`config.mk`:
```
export PLATFORM = sky130hd
export DESIGN_NAME = sr_write_gate
export DESIGN_NICKNAME = d
export VERILOG_FILES = /design/src/rtl/sr_pkg.sv /design/src/rtl/sr_prot_decode.sv /design/src/rtl/sr_nv_timer.sv /design/src/rtl/sr_status_regs.sv /design/src/rtl/sr_write_gate.sv
export SDC_FILE = /design/constraint.sdc
export NUM_CORES = 1
export LEC_CHECK = 0
export CORE_MARGIN = 2
export CORE_UTILIZATION = 41
export DETAILED_ROUTE_END_ITERATION = 12
export PLACE_DENSITY = 0.88
export SLEW_MARGIN = 40
export SYNTH_ARGS = -nofsm -noshare
export SYNTH_HDL_FRONTEND = slang
export SYNTH_SLANG_ARGS = --single-unit
export TNS_END_PERCENT = 50
```
`constraint.sdc`:
```
create_clock -name clk -period 3.3 [get_ports clk]
set_clock_uncertainty 0.05 [all_clocks]
set_input_delay 0.33 -clock clk [delete_from_list [all_inputs] [get_ports clk]]
set_output_delay 0.33 -clock clk [all_outputs]
set_load 0.02 [all_outputs]
```
`src/rtl/sr_pkg.sv`:
```
package sr_pkg;
  typedef enum logic [1:0] {
    SP_ARRAY  = 2'b00,
    SP_CLOCK  = 2'b01,
    SP_CTRL   = 2'b10,
    SP_STATUS = 2'b11
  } space_e;

  localparam int unsigned ST_PF_BIT  = 0;
  localparam int unsigned ST_WEN_BIT = 1;

  localparam logic [7:0] WEN_SET_PATTERN = 8'h02;
  localparam logic [7:0] WEN_CLR_PATTERN = 8'h00;
endpackage

```
`src/rtl/sr_prot_decode.sv`:
```
module sr_prot_decode #(
  parameter int unsigned DEPTH  = 512,
  parameter int unsigned PAGE   = 64,
  parameter int unsigned ADDR_W = 10
) (
  input  logic [2:0]        code,
  input  logic [ADDR_W-1:0] addr,
  output logic              none,
  output logic [ADDR_W-1:0] lo,
  output logic [ADDR_W-1:0] hi,
  output logic              hit
);
  localparam logic [ADDR_W-1:0] LAST_A = ADDR_W'(DEPTH - 1);
  localparam logic [ADDR_W-1:0] Q3_A   = ADDR_W'((DEPTH * 3) / 4);
  localparam logic [ADDR_W-1:0] HALF_A = ADDR_W'(DEPTH / 2);

  logic [ADDR_W-1:0] pg_end [4];

  for (genvar g = 0; g < 4; g++) begin : g_pages
    localparam int unsigned RAW = PAGE << g;
    localparam int unsigned CAP = (RAW > DEPTH) ? DEPTH : RAW;
    assign pg_end[g] = ADDR_W'(CAP - 1);
  end

  always_comb begin
    none = 1'b0;
    lo   = '0;
    hi   = '0;
    case (code)
      3'd0: none = 1'b1;
      3'd1: begin lo = Q3_A;   hi = LAST_A; end
      3'd2: begin lo = HALF_A; hi = LAST_A; end
      3'd3: begin lo = '0;     hi = LAST_A; end
      default: begin
        lo = '0;
        hi = pg_end[code[1:0]];
      end
    endcase
  end

  assign hit = !none && (addr >= lo) && (addr <= hi);
endmodule

```
`src/rtl/sr_nv_timer.sv`:
```
module sr_nv_timer #(
  parameter int unsigned NV_CYCLES = 16
) (
  input  logic clk,
  input  logic clr,
  input  logic start,
  output logic busy
);
  localparam int unsigned CW = $clog2(NV_CYCLES + 1);
  localparam logic [CW-1:0] LOAD = CW'(NV_CYCLES);

  logic [CW-1:0] cnt;

  always_ff @(posedge clk) begin
    if (clr)                cnt <= '0;
    else if (start)         cnt <= LOAD;
    else if (cnt != '0)     cnt <= cnt - 1'b1;
  end

  assign busy = (cnt != '0);

  AST_BUSY_AFTER_START: assert property (@(posedge clk) disable iff (clr)
    start |=> busy);
endmodule

```
`src/rtl/sr_status_regs.sv`:
```
module sr_status_regs (
  input  logic       clk,
  input  logic       rst_cold,
  input  logic       rst_warm,
  input  logic       set_wen,
  input  logic       clr_wen,
  input  logic       clear_pf,
  input  logic       code_we,
  input  logic [2:0] code_in,
  output logic       wen,
  output logic       pf,
  output logic [2:0] code,
  output logic       clk_run
);
  always_ff @(posedge clk) begin
    if (rst_cold || rst_warm) wen <= 1'b0;
    else if (set_wen)         wen <= 1'b1;
    else if (clr_wen)         wen <= 1'b0;
  end

  always_ff @(posedge clk) begin
    if (rst_cold)      pf <= 1'b1;
    else if (clear_pf) pf <= 1'b0;
  end

  always_ff @(posedge clk) begin
    if (rst_cold)     code <= '0;
    else if (code_we) code <= code_in;
  end

  always_ff @(posedge clk) begin
    if (rst_cold) clk_run <= 1'b0;
    else          clk_run <= !pf;
  end

  AST_WEN_RISE_ON_SET: assert property (@(posedge clk) disable iff (rst_cold || rst_warm)
    $rose(wen) |-> $past(set_wen));
  AST_PF_FALL_ON_CLOCK: assert property (@(posedge clk) disable iff (rst_cold || rst_warm)
    $fell(pf) |-> $past(clear_pf));
endmodule

```
`src/rtl/sr_write_gate.sv`:
```
module sr_write_gate
  import sr_pkg::*;
#(
  parameter int unsigned DEPTH     = 512,
  parameter int unsigned PAGE      = 64,
  parameter int unsigned ADDR_W    = 10,
  parameter int unsigned NV_CYCLES = 16
) (
  input  logic              clk,
  input  logic              rst_cold,
  input  logic              rst_warm,
  input  logic              wr_req,
  input  logic [1:0]        wr_space,
  input  logic [ADDR_W-1:0] wr_addr,
  input  logic [7:0]        wr_data,
  output logic              wr_ack,
  output logic              wr_nack,
  output logic              busy,
  output logic [7:0]        status_byte,
  output logic [2:0]        prot_code,
  output logic              prot_none,
  output logic [ADDR_W-1:0] prot_lo,
  output logic [ADDR_W-1:0] prot_hi,
  output logic              clk_run
);
  localparam logic [ADDR_W:0] DEPTH_V = (ADDR_W + 1)'(DEPTH);

  space_e sp;
  logic   wen, pf, hit, in_array, pat_set, pat_clr, accept;
  logic   set_wen, clr_wen, clear_pf, code_we, nv_start;

  assign sp       = space_e'(wr_space);
  assign in_array = ({1'b0, wr_addr} < DEPTH_V);
  assign pat_set  = (wr_data == WEN_SET_PATTERN);
  assign pat_clr  = (wr_data == WEN_CLR_PATTERN);

  sr_prot_decode #(.DEPTH(DEPTH), .PAGE(PAGE), .ADDR_W(ADDR_W)) u_prot (
    .code (prot_code),
    .addr (wr_addr),
    .none (prot_none),
    .lo   (prot_lo),
    .hi   (prot_hi),
    .hit  (hit)
  );

  always_comb begin
    case (sp)
      SP_STATUS: accept = pat_set || pat_clr;
      SP_CLOCK:  accept = wen;
      SP_CTRL:   accept = wen;
      default:   accept = wen && in_array && !hit;
    endcase
    if (busy) accept = 1'b0;
  end

  assign set_wen  = wr_req && accept && (sp == SP_STATUS) && pat_set;
  assign clr_wen  = wr_req && accept && (sp == SP_STATUS) && pat_clr;
  assign clear_pf = wr_req && accept && (sp == SP_CLOCK);
  assign code_we  = wr_req && accept && (sp == SP_CTRL);
  assign nv_start = wr_req && accept && ((sp == SP_ARRAY) || (sp == SP_CTRL));

  sr_status_regs u_regs (
    .clk      (clk),
    .rst_cold (rst_cold),
    .rst_warm (rst_warm),
    .set_wen  (set_wen),
    .clr_wen  (clr_wen),
    .clear_pf (clear_pf),
    .code_we  (code_we),
    .code_in  (wr_data[2:0]),
    .wen      (wen),
    .pf       (pf),
    .code     (prot_code),
    .clk_run  (clk_run)
  );

  sr_nv_timer #(.NV_CYCLES(NV_CYCLES)) u_nv (
    .clk   (clk),
    .clr   (rst_cold || rst_warm),
    .start (nv_start),
    .busy  (busy)
  );

  always_ff @(posedge clk) begin
    if (rst_cold || rst_warm) begin
      wr_ack  <= 1'b0;
      wr_nack <= 1'b0;
    end else begin
      wr_ack  <= wr_req && accept;
      wr_nack <= wr_req && !accept;
    end
  end

  always_comb begin
    status_byte             = '0;
    status_byte[ST_PF_BIT]  = pf;
    status_byte[ST_WEN_BIT] = wen;
  end

  AST_ONE_RESPONSE: assert property (@(posedge clk) disable iff (rst_cold || rst_warm)
    !(wr_ack && wr_nack));
  AST_RESP_NEEDS_REQ: assert property (@(posedge clk) disable iff (rst_cold || rst_warm)
    (wr_ack || wr_nack) |-> $past(wr_req));
  AST_NO_ACK_IN_WINDOW: assert property (@(posedge clk) disable iff (rst_cold || rst_warm)
    wr_ack |-> $past(!busy));
  AST_LOCKED_REJECT: assert property (@(posedge clk) disable iff (rst_cold || rst_warm)
    (wr_req && !wen && (sp != SP_STATUS)) |=> wr_nack);
  AST_CLOCK_RELEASE: assert property (@(posedge clk) disable iff (rst_cold || rst_warm)
    $rose(clk_run) |-> $past(wr_ack));
endmodule

```
---- After elaboration in Yosys (flattened, before gate mapping) ----
Cells that the tools add are included.
Widths: inputs -> output; s select.
cells by class
  $add $sub $neg .......................... 1
  multiply operators ...................... 0
  div/mod/pow operators ................... 0
  $lt $le $gt $ge ......................... 4
  equality and inequality tests ........... 7
  shifts and indexed selects .............. 0
  mux-type cells .......................... 12
  bitwise gates (word level) .............. 1
  reduce and logical (&&, ||, !) cells .... 28
operators by type and width
  kind                  number
  $bmux 10 s2           1
  $mux 10               2
  $pmux 10 s2           1
  $pmux 9 s2            1
  $logic_and 1x1->1     12
  $ge 10x9->1           1
  $le 10x10->1          1
  $lt 10x10->1 const B  1
  $mux 5                2
  $eq 8x2->1 const B    1
  $logic_not 8->1       1
  $eq 3x2->1 const B    2
  $reduce_bool 5->1     1
  $sub 5x1->5 const B   1
  $eq 2x2->1 const B    2
  $logic_not 1->1       4
  $mux 1                4
  $reduce_bool 2->1     2
  $reduce_or 2->1       2
  $eq 3x1->1 const B    1
  $ge 3x3->1 const B    1
  $logic_not 3->1       1
  $logic_or 1x1->1      3
  $not 2->3             1
  4 further kinds       4
storage, ports and cells
  bits in registers ....................... 13
  latch bits .............................. 0
  bits in writable memories ............... 0
  memory bits (read-only) ................. 0
  input bits .............................. 24
  word-level logic and storage cells ...... 61
  memories ................................ 0

---- Depth between registers and ports, before layout ----
Gate-level depths: netlist (run 1).
  depth after elaboration ................. 16
  mapped depth ............................ 11
  mapped depth without buffers ............ 11

---- Cells and area by module ----
From an unflattened synthesis (run 1), not the netlist that was laid out.
second synthesis, totals
  cells, all modules ...................... 144
  area total of the unflattened synthesis .. 1194.9 µm²
by module, submodules not included
  module          times used  cells each  area an instance (µm²)
  sr_prot_decode  1           62          456.7
  sr_write_gate   1           40          321.6
  sr_nv_timer     1           24          222.7
  sr_status_regs  1           18          193.9

---- Worst setup path before layout (run 1) ----
Ideal clock, no wire load.
  kind .................................... register to register
  start point ............................. register u_regs.code[1]
  end point ............................... register u_nv.cnt[4]
  setup time .............................. 0.116 ns
  arrival ................................. 2.814 ns
  slack ................................... 0.320 ns
  cell stages (with the launch flop) ...... 10
  buffers on the path ..................... 1
  clock period less this slack ............ 2.980 ns
  cells stage by stage .................... dfxtp_1 clkbuf_1 nor3_1 inv_1 ha_1 and3_1 mux2i_1 a2111oi_4 nor2b_2 a41o_1
between the ends
  elaborated cells between the ends (all ways) .. 25
  those cells by class .................... order compare (2); eq/ne (3); mux (9); bitwise (1); reduce/logical (10)
RTL lines
  what                                         RTL line              source
  start: declaration                           sr_status_regs.sv:12  output logic [2:0] code,
  start signal: assignment                     sr_status_regs.sv:28  else if (code_we) code <= code_in;
  $logic_not 3->1 *                            sr_prot_decode.sv:29  case (code)
  $mux 1 *                                     sr_prot_decode.sv:29
  named net prot_none                          sr_write_gate.sv:21   output logic prot_none,
  $logic_not 1->1 *                            sr_prot_decode.sv:41  assign hit = !none && (addr >= lo) && (addr <= hi);
  $logic_and 1x1->1 * (2 in series)            sr_prot_decode.sv:41
  $logic_not 1->1 *                            sr_write_gate.sv:51   default: accept = wen && in_array && !hit;
  $logic_and 1x1->1 *                          sr_write_gate.sv:51
  $pmux 1 s2 *                                 sr_write_gate.sv:47   case (sp)
  $mux 1 *                                     sr_write_gate.sv:53   if (busy) accept = 1'b0;
  $logic_and 1x1->1 * (2 in series)            sr_write_gate.sv:60   assign nv_start = wr_req && accept && ((sp == SP_ARRAY) || (sp == SP_CTRL));
  $mux 5 or $reduce_bool 2->1 (tied branches)  -
  end signal: assignment                       sr_nv_timer.sv:17     else if (cnt != '0) cnt <= cnt - 1'b1;
  end: declaration                             sr_nv_timer.sv:12     logic [CW-1:0] cnt;
The timed path passes the listed nets; every way through them passes the cells marked *. The select of a mux whose other input is x is not followed.
A chain may end at the register's enable or synchronous reset.

---- Worst setup path in the final report (run 1) ----
  start point ............................. register u_regs.code[0]
  end point ............................... register u_regs.code[2]
between the ends
  word-level cells in the longest chain between the ends .. 13
  elaborated cells between the ends (all ways) .. 23
  those cells by class .................... order compare (2); eq/ne (3); mux (8); bitwise (1); reduce/logical (9)
RTL lines
  what                                         RTL line              source
  $not 2->3 (implied by the code)              sr_prot_decode.sv:36  hi = pg_end[code[1:0]];
  $bmux 10 s2                                  sr_prot_decode.sv:36
  $mux 10 (implied by the code) (2 in series)  sr_prot_decode.sv:36
  $pmux 10 s2                                  sr_prot_decode.sv:29
  $le 10x10->1                                 sr_prot_decode.sv:41
  $logic_and 1x1->1 *                          sr_prot_decode.sv:41
  $logic_not 1->1 *                            sr_write_gate.sv:51
  $logic_and 1x1->1 *                          sr_write_gate.sv:51
  $pmux 1 s2 *                                 sr_write_gate.sv:47
  $mux 1 *                                     sr_write_gate.sv:53
  $logic_and 1x1->1 * (2 in series)            sr_write_gate.sv:59   assign code_we = wr_req && accept && (sp == SP_CTRL);
Mark *: on every way between the ends. The rest lies on a longest branch, timed or not. The select of a mux whose other input is x is not followed.

==> results of run 1 <==
==> sequential cells by signal (all words and copies together) (netlist names) <==
register and cells:
u_regs.pf 1, wr_nack 1, wr_ack 1, u_regs.clk_run 1, u_regs.wen 1, u_regs.code 3
u_nv.cnt 5
==> path summary, 6_finish.rpt <==
path	startpoint	to	slack (ps)	cells after the start
max reg2reg	u_regs.code[0]	u_regs.code[2]	470	8
max	u_regs.code[0]	u_regs.code[2]	470	8
min reg2reg	u_regs.pf	u_regs.clk_run	380	1
min	u_regs.pf	u_regs.clk_run	380	1
==> layout make-up <==
class / instances / area [um2]
Fill cell: 276 / 1180
Sequential cell: 13 / 260
Timing Repair Buffer: 44 / 440
Multi-Input combinational cell: 113 / 802
Clock buffer: 4 / 26.3
Inverter: 15 / 56.3
Tap cell: 31 / 38.8
==> metal layers <==
layer / GRT usage / vias up / wire length [um]
met5: 0 / - / 0
met2: 0.256 / 46 / 1210
met4: 0.0487 / 0 / 28
met1: 0.210 / 483 / 1120
met3: 0.0154 / 4 / 188
li1: - / 563 / -
==> cells in the final DEF (no fill, tap or decap), types with 3 or more instances in the layout <==
master / Yosys / routed
o21ai_0: 5 / 5
clkdlybuf4s50_1: 0 / 44
or2_2: 3 / 3
clkbuf_4: 0 / 3
a21oi_1: 11 / 11
dfxtp_1: 13 / 13
inv_1: 15 / 15
nand2_1: 10 / 10
nor3_1: 4 / 4
xnor2_1: 3 / 3
or3b_2: 3 / 3
nor2_1: 10 / 10
ha_1: 18 / 18
nor2b_1: 3 / 3
conb_1: 1 / 15
==> worst max-delay path: cells and delay by family, from the launching register on <==
family | cells | cell delay, ps
simple gates | 4 | 1430
flops | 1 | 400
mux | 1 | 220
compound gates | 2 | 280
fa+ha+maj | 1 | 380
==> per-stage QoR <==
stage | power (mW) | area (um2) | worst slack [ps] | util
2_1_floorplan | 0.537 | 1290 | 320 | -
3_3_place_gp | 0.644 | 1600 | 598 | 0.570
3_5_place_dp | 0.656 | 1600 | 526 | 0.570
4_1_cts | 0.757 | 1620 | 504 | 0.579
5_1_grt | 0.818 | 1620 | 185 | 0.579
6_report | 0.752 | 1620 | 465 | 0.579
==> power by group through the flow <==
stage	logic, mW	clock network, mW	registers, mW
after floorplan	0.327	0	0.211
after global placement	0.432	0	0.212
after detailed placement	0.443	0	0.214
after CTS	0.446	0.101	0.210
after global routing	0.492	0.110	0.216
final	0.441	0.101	0.210
==> kinds of logic (layout without fill, tap and decap cells) <==
family,after synthesis,in the layout
AO/OA/AOI/OAI,25,25
XOR/XNOR,4,4
adder cells (fa/ha/maj),18,18
buffers and inverters,39,63
flip-flops,13,13
multiplexers,1,1
other,1,15
AND/OR/NAND/NOR,50,50
==> results.md, run 1 <==
- Setup CP Type: flip-flop to flip-flop
- TritonCTS Sinks: 13
- Power Dens Cells: 463 nW/um2
- Clock share of power: 0.134
- RSZ-0062 raised after global routing: no
- ANT cells: 0
- Share of cells above drive strength 1: 0.0741
- Synth cell types: 35
- Multiplexer area fraction after synthesis: 0.00808
- Drt pass-1 iters: 8
- Area grow syn2layout: 31.1%
- Comb pwr share: 0.586
- Req. time, crit path: 3460 ps
- Period utilization: 0.859
- Synth Area in XOR/XNOR: 0.0283
- Max Clock Freq: 353 MHz
- Area share of fa/ha/maj cells after synthesis: 0.182
- Vias: 1,096
- Final critical-path required period: 2830 ps
- Routed WL: 2.54 mm
- Switching pwr: 0.305 mW
- # Post-CTS Setup Buffers: 0
- Status: finished, violations left
- Simple-Gate Fraction of Synth Area: 0.238
- Seq/Total Area, Yosys: 0.210
- CTS Hold Buffers Added: 0
- Final max-slew violation count: 0
- Synth Register Bits: 13
- Total GRT Usage: 0.154
- DRC viols: 4
- Setup TNS: 0 ps
- Int Pwr: 0.447 mW
- Largest area contributor in the netlist: dfxtp_1
- Most frequent cell after synthesis: buf_4
- Max Cap Viol: 0
- Largest family of logic cells by synthesized area: simple AND/OR/NAND/NOR gates
- Max VDD drop: roughly 300 uV
- Slowest CP cell: nor3_1
- Core ar.: 2810 um2
- IO Pins: 60
- Row Count: 19
- First-pass GRT wire length: 4.26 mm
- CTS tree: built
- GR Overflow Total: 0
- Largest net degree at the start of global routing: 11
- Lkg Pwr: roughly 0.72 nW
- Drt initial violations: 29
- DIE HEIGHT: 59.0 um
- Top FF cell, synth: dfxtp_1
- Worst hold slack: 382 ps
- Nets: 232
- Starting Density: 0.442
- Worst min path class: flip-flop to flip-flop
- Wire per inst: 11.6 um
- Switch share: 0.406
- Final hold vios: 0
- Placed cell count: 216
- CP max stage delay: around 560 ps
- Avg Synthesized Cell Area: 8.20 um2
- Critical path fanouts, max: 9
- Post-synth EDFFs: 0
- Setup-failing EPs final: 0
- Clock buffer depth: 2
- Vias in the first global route: 964
- Reg power frac: 0.279
- Top cells by count, synth: 22 x buf_4, 18 x ha_1, 15 x inv_1
- CP Cell Sequence: nor3_1 -> ha_1 -> and4_1 -> and3_1 -> mux2i_1 -> a2111oi_4 -> or3b_2 -> a21oi_1
- Root buf cell: clkbuf_4
- Synth top area cells: dfxtp_1 21%, ha_1 18%, buf_4 13%, inv_1 4.5%, a21oi_1 4.4%
- Fraction of registers with async set or reset after synthesis: 0
- Failing checks: DRC
- CP Capture Type: flip-flop
- H-tree Lvls: 1
- Critical Path AT: around 3000 ps
- Crit path launch type: flip-flop
- Die W: 59.0 um
- Post-Syn Area: around 1200 um2
- Compound-Gate Fraction of Synth Area: 0.145
- DRT antenna net count: 0
- Yosys warns: 0
- Avg Vias per Cell: 4.98
- DP Wirelength: 2.17 mm
- Relative slew slack: 0.588
- CTS clock-pin slew for the worst setup and hold paths: ~80 ps
- Non-Filler Instances: 220
- Antenna violations before repair: 0
- Die area: 3480 um2
- Placer Congestion: 0.780
- Gate Count Post-Synth: 151
- Worst-margin pin slew: 613 ps
- Synth top area share: 0.210
- Cts repair resizes: 0
- Clock insertion delay at the later pin of the skew report: 280 ps
- IO buf count: 44
- TritonCTS Buffers: 3
Note: power is estimated with default switching activity, not from simulation.
==> run 2: changes to the inputs <==
CORE_MARGIN = 8   (was 2)
CORE_UTILIZATION = 55   (was 41)
DONT_BUFFER_PORTS = 1   (was default)
PLACE_DENSITY = 0.77   (was 0.88)
==> run 2 against run 1 <==
Net effect:
- the run now ends clean
- global-route usage decreased by 2.9 points
- die area increased by 16%
- combinational power decreased by 18%
- clock power about the same
- final cell count decreased by 19%
==> results.md, run 2 (same netlist as run 1, synthesis figures left out) <==
- Status: finished clean
- Vias: 947 (-14%)
- Final hold vios: 0 (unchanged)
- Worst hold slack: 50.9 ps (-331 ps)
- CP max stage delay: 590 ps (+30 ps)
- DRT antenna net count: 0 (unchanged)
- Power Dens Cells: 555 nW/um2 (+20%)
- End of the worst hold path: u_regs.code[2]
- Vias in the first global route: 971 (+0.73%)
- Max reg flops: 5 (unchanged)
- Most frequent cells in the layout: 18 x ha_1, 15 x inv_1, 15 x conb_1
- H-tree Lvls: 1 (unchanged)
- Core ar.: 2170 um2 (-23%)
- Largest registers: u_nv.cnt (5), u_regs.code (3)
- Root buf cell: clkbuf_4
- Placer Congestion: 0.795 (+1.9%)
- Starting Density: 0.571 (+0.129)
- Max Cap Viol: 0 (unchanged)
- Setup CP Type: flip-flop to flip-flop
- Post-Layout Inst Area: 1220 um2 (-25%)
- Die area: 4030 um2 (+16%)
- Start point of the worst hold path: rst_cold
- TritonCTS Buffers: 3 (unchanged)
- Crit path launch type: flip-flop
- GR Overflow Total: 0 (unchanged)
- Setup TNS: 0 ps (unchanged)
- Avg Vias per Cell: 5.32 (+6.8%)
- Max VDD drop: 519 uV (+74%)
- Period utilization: 0.873 (+0.0139)
- Total GRT Usage: 0.125 (-0.0286)
- Lkg Pwr: 0.582 nW (-19%)
- Nets: 193 (-17%)
- Clock buffer depth: 2 (unchanged)
- Final max-slew violation count: 0 (unchanged)
- Slowest CP cell: dfxtp_1
- Worst R2R Start: u_regs.code[0]
- Drt pass-1 iters: 4 (-4)
- Reg2reg end: u_nv.cnt[4]
- IO buf count: 0 (-100%)
- Commonest non-fill, non-tap cell in the layout: ha_1
- Power, Total: 0.675 mW (-10%)
- Die W: 63.5 um (+7.6%)
- Critical Path AT: 3000 ps (about the same)
- Biggest register: u_nv.cnt
- TritonCTS Sinks: 13 (unchanged)
- CTS Hold Buffers Added: 0 (unchanged)
- Wire per inst: 14.4 um (+24%)
- Share of cells above drive strength 1: 0.127 (+0.0526)
- Req. time, crit path: 3420 ps (-40 ps)
- Largest net degree at the start of global routing: 11 (unchanged)
- Area grow syn2layout: -1.72%
- CP Capture Type: flip-flop
- RSZ-0062 raised after global routing: no
- Row Count: 17 (-2)
- Final core occ: 0.561 (-0.0178)
- R2R cell count: 10 (+2)
- DP Wirelength: 2.19 mm (+1.2%)
- DIE HEIGHT: 63.5 um (+7.6%)
- Final critical-path required period: 2880 ps (+46.0 ps)
- Max Clock Freq: 347 MHz (-1.6%)
- First-pass GRT wire length: 4.22 mm (-0.82%)
- # Post-CTS Setup Buffers: 0 (unchanged)
- Drt initial violations: 32 (+10%)
- CP Cell Sequence: nand2_1 -> nand2b_1 -> inv_1 -> ha_1 -> a21o_1 -> a211oi_2 -> nand4_1 -> a2111oi_4 -> nor2b_2 -> a41o_1
- Clock insertion delay at the later pin of the skew report: 280 ps (about the same)
- R2R Setup Slk: 420 ps (-50 ps)
- CTS clock-pin slew for the worst setup and hold paths: 80 ps (about the same)
- Hold path cells: 1 (unchanged)
- Placed Area: 1190 um2 (-25%)
- CTS tree: built
- Setup-failing EPs final: 0 (unchanged)
- DRC viols: 0 (-4)
- Worst min path class: input pin to flip-flop
- Routed WL: 2.56 mm (+0.51%)
- IO Pins: 60 (unchanged)
- Antenna violations before repair: 0 (unchanged)
- Critical path fanouts, max: 9 (unchanged)
- ANT cells: 0 (unchanged)
- Cts repair resizes: 0 (unchanged)
## run 2: cell types whose count changed in the layout (fill, tap and decap cells not counted)
| cell | before | now |
|---|---|---|
| clkdlybuf4s50_1 | 44 | 0 |
| buf_4 | 0 | 5 |
## run 2: report_power, final
group / total (mW) / switching, mW / internal, mW
logic: 0.363 / 0.214 / 0.149
clock network: 0.0992 / 0.0521 / 0.0470
registers: 0.213 / 0.0305 / 0.182
## run 2: critical path: cells and delay by family (launching register included)
family,cells,cell delay [ps]
compound gates,4,1220
fa+ha+maj,1,290
buf+inv,1,40
flops,1,590
simple gates,4,580
## run 2: how the worst max path moves through the flow
stage                              start          end  slack, ps
after floorplan           u_regs.code[1]  u_nv.cnt[4]        320
after global placement    u_regs.code[0]  u_nv.cnt[0]        580
after detailed placement  u_regs.code[0]  u_nv.cnt[1]        450
after CTS                 u_regs.code[0]  u_nv.cnt[4]        420
after global routing      u_regs.code[0]  u_nv.cnt[1]        210
final                     u_regs.code[0]  u_nv.cnt[4]        420
## run 2: final cells by class
type                            count  area, um2
Timing Repair Buffer                5       37.5
Fill cell                         215        952
Multi-Input combinational cell    113        802
Inverter                           15       56.3
Sequential cell                    13        260
Tap cell                           28       35.0
Clock buffer                        4       26.3
## run 2: per-stage QoR
step,setup slack [ps],cells
detailed placement,450,174
global placement,585,174
CTS,418,178
floorplan,320,165
global route,211,178
finish,419,178
## run 2: routing by layer
layer	global-route usage	up-vias	share of wire	routed length [um]
li1	-	477	-	-
met1	0.114	419	0.37	939
met2	0.222	44	0.48	1240
met3	0.0583	7	0.12	314
met4	0.0752	0	0.026	66
met5	0	-	0	0
